$ cat config.mk
export PLATFORM = sky130hd
export DESIGN_NAME = burst_sram
export DESIGN_NICKNAME = d
export VERILOG_FILES = /design/src/rtl/bsram_pkg.sv /design/src/rtl/bsram_burst_seq.sv /design/src/rtl/bsram_store.sv /design/src/rtl/burst_sram.sv
export SDC_FILE = /design/constraint.sdc
export NUM_CORES = 2
export LEC_CHECK = 0
export BUFFER_PORTS_ARGS = -buffer_cell sky130_fd_sc_hd__buf_4
export CAP_MARGIN = 20
export CORE_MARGIN = 2
export CORE_UTILIZATION = 60
export DETAILED_ROUTE_END_ITERATION = 6
export PLACE_DENSITY = 0.76
export SYNTH_ARGS = -nofsm -noshare
export SYNTH_HDL_FRONTEND = slang
export SYNTH_HIERARCHICAL = 1
export SYNTH_SLANG_ARGS = --single-unit
$ cat constraint.sdc
create_clock -name clk -period 4 [get_ports clk]
set_input_delay 0.2 -clock clk [delete_from_list [all_inputs] [get_ports clk]]
set_output_delay 0.2 -clock clk [all_outputs]
set_load 0.1 [all_outputs]
$ cat src/rtl/bsram_pkg.sv
// Package: shared helpers for the burst SRAM.
// Assumes: bursts step only the two lowest address bits.
package bsram_pkg;

    localparam int BEAT_W = 2;

    // Low address bits of a given beat for the selected burst order.
    function automatic logic [BEAT_W-1:0] burst_low(
        input logic [BEAT_W-1:0] start,
        input logic [BEAT_W-1:0] beat,
        input logic              ileave
    );
        logic [BEAT_W-1:0] res;
        if (ileave) res = start ^ beat;
        else        res = BEAT_W'(start + beat);
        return res;
    endfunction

endpackage

$ cat src/rtl/bsram_burst_seq.sv
// Module: burst command sequencer.
// Turns load/advance edges into one access per clock: valid, kind, address.
// Assumes: ADDR_W > 2 and the order strap is constant within one burst.
module bsram_burst_seq
    import bsram_pkg::*;
#(
    parameter int ADDR_W = 6
) (
    input  logic              clk,
    input  logic              rst_n,
    input  logic              adv_ld,
    input  logic              sel,
    input  logic              we_n,
    input  logic              ileave,
    input  logic [ADDR_W-1:0] addr,
    output logic              acc_valid,
    output logic              acc_write,
    output logic [ADDR_W-1:0] acc_addr
);

    logic              active;
    logic              burst_wr;
    logic [ADDR_W-1:0] base;
    logic [BEAT_W-1:0] beat;
    logic [BEAT_W-1:0] beat_nx;

    assign beat_nx = BEAT_W'(beat + 1'b1);

    // Decode the access that the coming edge will issue.
    always_comb begin
        acc_valid = 1'b0;
        acc_write = 1'b0;
        acc_addr  = addr;
        if (!adv_ld) begin
            acc_valid = sel;
            acc_write = ~we_n;
            acc_addr  = addr;
        end else if (active) begin
            acc_valid = 1'b1;
            acc_write = burst_wr;
            acc_addr  = {base[ADDR_W-1:BEAT_W], burst_low(base[BEAT_W-1:0], beat_nx, ileave)};
        end
    end

    // Burst state: loaded on command edges, stepped on advance edges.
    always_ff @(posedge clk) begin
        if (!rst_n) begin
            active   <= 1'b0;
            burst_wr <= 1'b0;
            base     <= '0;
            beat     <= '0;
        end else if (!adv_ld) begin
            active   <= sel;
            burst_wr <= ~we_n;
            base     <= addr;
            beat     <= '0;
        end else if (active) begin
            beat     <= beat_nx;
        end
    end

    AST_LINEAR_STEP: assert property (@(posedge clk) disable iff (!rst_n)
        (adv_ld && acc_valid && !ileave && !$past(ileave))
        |-> acc_addr[1:0] == 2'($past(acc_addr[1:0]) + 2'd1));
    AST_ILEAVE_FIRST: assert property (@(posedge clk) disable iff (!rst_n)
        (adv_ld && acc_valid && ileave && !$past(adv_ld))
        |-> acc_addr[1:0] == ($past(addr[1:0]) ^ 2'b01));
    AST_HIGH_BITS_HOLD: assert property (@(posedge clk) disable iff (!rst_n)
        (adv_ld && acc_valid)
        |-> acc_addr[ADDR_W-1:2] == $past(acc_addr[ADDR_W-1:2]));
    AST_DESELECT_ENDS: assert property (@(posedge clk) disable iff (!rst_n)
        (!adv_ld && !sel) |=> !(adv_ld && acc_valid));
    AST_ADVANCE_KEEPS_KIND: assert property (@(posedge clk) disable iff (!rst_n)
        (adv_ld && acc_valid) |-> acc_write == $past(acc_write));

endmodule

$ cat src/rtl/bsram_store.sv
// Module: word storage with per-byte write lanes.
// One synchronous write port, one combinational read port.
// Assumes: contents are not reset; readers only read written words.
module bsram_store #(
    parameter int ADDR_W = 6,
    parameter int BYTES  = 4,
    parameter int BYTE_W = 8
) (
    input  logic                    clk,
    input  logic                    wr_en,
    input  logic [ADDR_W-1:0]       waddr,
    input  logic [BYTES-1:0]        wbe,
    input  logic [BYTES*BYTE_W-1:0] wdata,
    input  logic [ADDR_W-1:0]       raddr,
    output logic [BYTES*BYTE_W-1:0] rdata
);

    localparam int WORDS = 1 << ADDR_W;

    for (genvar g = 0; g < BYTES; g++) begin : g_lane
        logic [BYTE_W-1:0] lane_mem [WORDS];

        // Update this byte lane only when its enable is set.
        always_ff @(posedge clk) begin
            if (wr_en && wbe[g]) lane_mem[waddr] <= wdata[g*BYTE_W +: BYTE_W];
        end

        // Read this byte lane of the addressed word.
        assign rdata[g*BYTE_W +: BYTE_W] = lane_mem[raddr];
    end

endmodule

$ cat src/rtl/burst_sram.sv
// Module: top of the burst SRAM model.
// Command edge -> one register stage -> data cycle (write commit or read drive).
// Assumes: the shared bus is split into wr_data, rd_data and rd_drive.
module burst_sram #(
    parameter int ADDR_W = 6,
    parameter int BYTES  = 4,
    parameter int BYTE_W = 8
) (
    input  logic                    clk,
    input  logic                    rst_n,
    input  logic [ADDR_W-1:0]       addr,
    input  logic                    en0_n,
    input  logic                    en1,
    input  logic                    en2_n,
    input  logic                    adv_ld,
    input  logic                    we_n,
    input  logic [BYTES-1:0]        bw_n,
    input  logic                    oe_n,
    input  logic                    ileave,
    input  logic [BYTES*BYTE_W-1:0] wr_data,
    output logic [BYTES*BYTE_W-1:0] rd_data,
    output logic                    rd_drive
);

    localparam int DATA_W = BYTES * BYTE_W;

    logic              sel;
    logic              acc_valid;
    logic              acc_write;
    logic [ADDR_W-1:0] acc_addr;
    logic              st_valid;
    logic              st_write;
    logic [ADDR_W-1:0] st_addr;
    logic [BYTES-1:0]  st_bw_n;
    logic [DATA_W-1:0] word;
    logic              wr_cycle;
    logic              rd_cycle;

    assign sel = ~en0_n & en1 & ~en2_n;

    bsram_burst_seq #(.ADDR_W(ADDR_W)) u_seq (
        .clk(clk), .rst_n(rst_n), .adv_ld(adv_ld), .sel(sel), .we_n(we_n),
        .ileave(ileave), .addr(addr),
        .acc_valid(acc_valid), .acc_write(acc_write), .acc_addr(acc_addr)
    );

    // Data-cycle stage: holds the access issued at the previous edge.
    always_ff @(posedge clk) begin
        if (!rst_n) begin
            st_valid <= 1'b0;
            st_write <= 1'b0;
            st_addr  <= '0;
            st_bw_n  <= '1;
        end else begin
            st_valid <= acc_valid;
            st_write <= acc_write;
            st_addr  <= acc_addr;
            st_bw_n  <= bw_n;
        end
    end

    assign wr_cycle = st_valid & st_write;
    assign rd_cycle = st_valid & ~st_write;

    bsram_store #(.ADDR_W(ADDR_W), .BYTES(BYTES), .BYTE_W(BYTE_W)) u_store (
        .clk(clk), .wr_en(wr_cycle), .waddr(st_addr), .wbe(~st_bw_n),
        .wdata(wr_data), .raddr(st_addr), .rdata(word)
    );

    // Read drive: only for a read data cycle with output enable low.
    always_comb begin
        rd_drive = rd_cycle & ~oe_n;
        rd_data  = rd_drive ? word : '0;
    end

    AST_WRITE_CYCLE_QUIET: assert property (@(posedge clk) disable iff (!rst_n)
        wr_cycle |-> !rd_drive);
    AST_READ_CYCLE_DRIVES: assert property (@(posedge clk) disable iff (!rst_n)
        (rd_cycle && !oe_n) |-> rd_drive);
    AST_UNDRIVEN_ZERO: assert property (@(posedge clk) disable iff (!rst_n)
        !rd_drive |-> rd_data == '0);
    AST_RESET_CLEARS: assert property (@(posedge clk)
        !rst_n |=> !st_valid);

endmodule

### Word-level counts from Yosys, hierarchy flattened

Memory sizes are Yosys's and may differ from the RTL's. A register that Yosys moved wholly into a read port is not among the register bits.
Cells that the tools add are included.

| word-level totals | value |
|---|---|
| word-level logic and storage cells | 51 |
| output and inout port bits | 33 |
| RAM bits | 2048 |
| bits in read-only memories | 0 |
| memories kept | 4 |
| bits in latches | 0 |
| bits in registers | 22 |
| bits of input ports | 51 |

Memories:

| memory | depth | bits a word | read ports | clocked after memory_dff | wr ports | line | source |
|---|---|---|---|---|---|---|---|
| u_store.g_lane[0].lane_mem | 64 | 8 | 1 | 1 | 1 | bsram_store.sv:21 | `logic [BYTE_W-1:0] lane_mem [WORDS];` |
| u_store.g_lane[1].lane_mem | 64 | 8 | 1 | 1 | 1 | bsram_store.sv:21 |  |
| u_store.g_lane[2].lane_mem | 64 | 8 | 1 | 1 | 1 | bsram_store.sv:21 |  |
| u_store.g_lane[3].lane_mem | 64 | 8 | 1 | 1 | 1 | bsram_store.sv:21 |  |

| cells by class | value |
|---|---|
| shift operators | 0 |
| bitwise gates (word level) | 12 |
| multiplexer cells | 20 |
| add/sub/neg operators | 2 |
| equality and inequality tests | 0 |
| $lt $le $gt $ge | 0 |
| divide/modulo/power cells | 0 |
| reduce and logical (&&, ||, !) cells | 5 |
| multipliers | 0 |

Operators by type and width:

| cell | count |
|---|---|
| 2-to-1 mux 6 bit | 6 |
| 2-to-1 mux 32 bit | 1 |
| 2-to-1 mux 1 bit | 12 |
| AND 1 bit | 5 |
| NOT 1 bit | 5 |
| logical AND 1 bit | 4 |
| NOT 4 bit | 1 |
| adder 2 x 1 -> 2 bit, second input constant | 1 |
| adder 2 bit | 1 |
| 2-to-1 mux 2 bit | 1 |
| AND reduction 2 bit | 1 |
| bitwise XOR 2 bit | 1 |

### Depth between registers and ports, before layout

| depth | value |
|---|---|
| depth after elaboration | 6 |
| mapped depth | 10 |
| gate-level depth less buffers | 6 |

### Cells and area by module

The synthesis kept the hierarchy.

By module, submodules not included:

| module | area each (µm²) | times used | cells each |
|---|---|---|---|
| bsram_store | 78650.4 | 1 | 3575 |
| burst_sram | 769.5 | 1 | 73 |
| bsram_burst_seq | 508.0 | 1 | 49 |

### Least setup slack after synthesis

No wires, ideal clock.

| timing path | value |
|---|---|
| kind | register to output |
| start | register st_addr[0] (netlist name) |
| end | output port rd_data[26] |
| arrival time | 4.632 ns |
| stages on the path, launching flop included | 11 |
| buffers on the path | 4 |
| data required time | 3.800 ns |
| slack | -0.832 ns |
| cells stage by stage | dfxtp_1 -> buf_2 -> buf_6 -> buf_6 -> buf_6 -> and2_1 -> a221oi_1 -> o21a_1 -> a2111oi_0 -> a221oi_1 -> nor4bb_1 |

RTL lines:

| what | line | source |
|---|---|---|
| to (decl) | burst_sram.sv:21 | `output logic [BYTES*BYTE_W-1:0] rd_data,` |

==> results.yml <==
outcome:
  run_status: "finished with violations"
  violations: "design-rule violations, negative setup slack"
logic_synthesis:
  synth.yosys.seq_area_share_pct: 77.5
  synth.net_count: 3749
  synth_enable_flop_cells: 2048
  synthesis.instances: 3697
  synth-warning-count: 6
  syn-cell-area_um2: 79900
  syn_area_per_cell_um2: 21.6
  yosys_most_used_dff: "sky130_fd_sc_hd__edfxtp_1"
  asyncSetResetFlopFracSynth_pct: 0
  yosys.cell_types.count: 49
  synth_seq_cells: 2070
critical_path:
  timing.reg2reg.worst_path_depth: 5
  minimum_setup_slack_among_reg_to_reg_paths_ns: 0.64
  crit_fanout: 22
  critPathKind: "register to primary output"
  worstPathArrival_ns: 3.88
  worst_r2r_startpoint: "st_addr[5]$_SDFF_PN0_"
  reg2reg_to: "u_store/g_lane[2].lane_mem[52][3]$_DFFE_PP_"
  cp-start-kind: "register"
  setup.worst_path.end_class: "primary output"
  critPathRequiredTime_ns: 3.80
worst_hold_path:
  worst_hold_path.num_cells: 5
  hp-class: "input pin to register"
  hold_path_startpoint: "ileave"
  min_delay_worst_endpoint: "st_addr[1]$_SDFF_PN0_"
floorplan:
  fp-row-count: 133
  placeableCoreArea_um2: 132000
  die-height_um: 369
  pin_count: 84
  die_width_um: 369
  floorplan.initialDensity_pct: 60.6
  fp.dieArea_um2: 136000
detailed_routing:
  dr.pass1.iters: 7
  route.detailed.drc: 23
  via_per_inst: 7.02
  finalWirelength_mm: 232
  first_iter_violations: 7252
  post_drt_wl_per_cell_um: 37.3
  detailroute.via_count: 43700
  antenna_violating_nets_post_route: 0
timing:
  clock-skew-final_ns: 0.0357
  highest_attainable_clock_frequency_mhz: 245
  timing.final.crit_share_pct: 102
  tightest_slew_ns: 1.01
  final_hold_viol_count: 0
  hold-worst-slack_ns: 0.167
  grt_setup_unrepaired: "yes"
  post-route-worst-setup-slack_ns: -0.0780
  final_slew_viol_count: 0
  max-slew-margin-rel_pct: 32.1
  post-route-min-period_ns: 4.08
  finalSetupViolations: 3
clock_tree:
  cts_max_level: 4
  clockBufferDepth: 3
  cts.root.buffer_cell: "sky130_fd_sc_hd__clkbuf_16"
  cts-buffers-inserted: 194
  tritoncts: "built"
  clock_latency_late_sink_ns: 0.83
  numClockSinks: 2070
  clkTransAtPathRegs_ns: 0.07
finish:
  layout-drive-gt1-share_pct: 33.0
  layoutNonFillerInstCount: 6220
  final_common_cell: "sky130_fd_sc_hd__edfxtp_1"
  nets: 4331
  flow.area_growth_from_synthesis_pct: 17.3
  final_cell_mix: "2048 x sky130_fd_sc_hd__edfxtp_1, 509 x sky130_fd_sc_hd__mux4_2, 455 x sky130_fd_sc_hd__buf_4"
grt:
  pin_count_of_the_biggest_net_entering_global_routing: 65
  globalRouteOverflowTotal: 0
  global_route_wire_length_before_repair_mm: 324
  grt_use_total_pct: 34.3
  grt_pass1_vias: 43300
  grt_antenna_before_repair: 24
pwr:
  part_of_the_power_in_the_clock_network_pct: 41.3
  combinationalPowerShare_pct: 5.8
  total_switching_power_uw: 9680
  power_frac_seq_pct: 52.9
  cellInternalPower_uw: 35400
  netSwitchingFraction_pct: 21.5
  vdd_drop_max_v: 0.000451
  p_leak_uw: 0.0295
  cell_pwr_density_nw_per_um2: 481
place:
  dp_hpwl_mm: 137
  place_inst: 5732
  gp_congestion: 0.931
  port-buffer-count: 83
job:
  drv_cap: 0
-- through the flow --
step	worst slack, ns	util (%)	instance area [um^2]	total power, uW	TNS (ns)
2_1_floorplan	0.261	-	80000	25500	0
3_3_place_gp	-0.296	64.6	85200	26500	-0.296
3_5_place_dp	0.131	64.6	85200	26600	0
4_1_cts	-0.0434	70.7	93200	45000	-0.0553
5_1_grt	-0.0477	71.1	93700	46000	-0.205
6_report	-0.0780	71.1	93700	45100	-0.170
-- timing repair --
action	in CTS	in global routing
buffers inserted	18	13
gates resized for setup	101	56
gates cloned	7	3
hold buffers	66	0
endpoints found under the setup margin	32	28
hold endpoints to repair	2070	0
pin swaps	3	5
-- flip-flops by register name (all words and copies together) (netlist names), 2 cells and up --
| signal | flops |
|---|---|
| u_store/g_lane.lane_mem | 2048 |
| st_addr | 6 |
| u_seq/base | 6 |
| st_bw_n | 4 |
| u_seq/beat | 2 |
-- layer usage --
layer / track usage [%] / wire length [um] / vias to the layer above
met1: 44.5 / 74800 / 22400
met2: 51.4 / 108000 / 3810
met3: 12.6 / 34800 / 763
li1: - / - / 16700
met5: 0.0712 / 183 / -
met4: 18.2 / 14900 / 20
-- worst max-delay path: stages, from the launching register on --
cell	delay [ns]
sky130_fd_sc_hd__dfxtp_2	0.45
sky130_fd_sc_hd__buf_4	0.56
sky130_fd_sc_hd__nor2b_2	0.30
sky130_fd_sc_hd__a221oi_1	0.48
sky130_fd_sc_hd__nor2_1	0.16
sky130_fd_sc_hd__nor3_2	0.29
sky130_fd_sc_hd__and4bb_2	0.43
sky130_fd_sc_hd__buf_4	0.34
-- area by class of cell --
class / count / area, um^2
flip-flops and latches: 2070 / 62000
fillers: 7271 / 38100
multi-input cells: 1398 / 17400
repair buffers: 607 / 5700
clock buffers: 229 / 5010
well taps: 1755 / 2200
clock inverters: 132 / 1390
diodes: 21 / 52.6
inverters: 8 / 30.0
-- cell families after synthesis --
group                      synth area share, %
xor gates and xnor gates                0.0611
and+or+nand+nor                           3.12
adders and majority gates               0.0157
DFF                                       77.5
muxes                                     15.4
AOI/OAI and AO/OA                         2.46
buffers and inverters                     1.47
-- worst max path at each step --
stage                                      from          end  slack (ns)  depth (start not counted)
after floorplan           st_addr[0]$_SDFF_PN0_  rd_data[26]        0.26                         10
after global placement    st_addr[0]$_SDFF_PN0_   rd_data[2]       -0.30                          9
after detailed placement  st_addr[0]$_SDFF_PN0_   rd_data[2]        0.13                         10
after CTS                 st_addr[0]$_SDFF_PN0_   rd_data[2]       -0.04                         10
after global routing      st_addr[0]$_SDFF_PN0_  rd_data[17]       -0.05                         11
final                     st_addr[4]$_SDFF_PN0_  rd_data[15]       -0.08                          7
-- synthesized netlist by cell type (32+ instances only) --
master | count | area share, %
sky130_fd_sc_hd__nor2_1 | 280 | 1.3
sky130_fd_sc_hd__edfxtp_1 | 2048 | 77
sky130_fd_sc_hd__clkbuf_1 | 96 | 0.45
sky130_fd_sc_hd__mux4_2 | 509 | 14
sky130_fd_sc_hd__mux2i_1 | 61 | 0.76
sky130_fd_sc_hd__nand2_1 | 87 | 0.41
sky130_fd_sc_hd__buf_4 | 48 | 0.45
sky130_fd_sc_hd__a21oi_1 | 32 | 0.20
sky130_fd_sc_hd__a22oi_1 | 34 | 0.32
sky130_fd_sc_hd__buf_2 | 59 | 0.37
sky130_fd_sc_hd__o22ai_1 | 113 | 0.88
-- power groups by stage --
stage          Combinational [uW]  Clock, uW  Sequential (uW)
4_1_cts                      2480      18600            23900
5_1_grt                      2700      19500            23800
3_5_place_dp                 2240          0            24300
6_report                     2640      18600            23800
2_1_floorplan                1200          0            24300
3_3_place_gp                 2200          0            24300
Power figures use the tool's default switching activity.
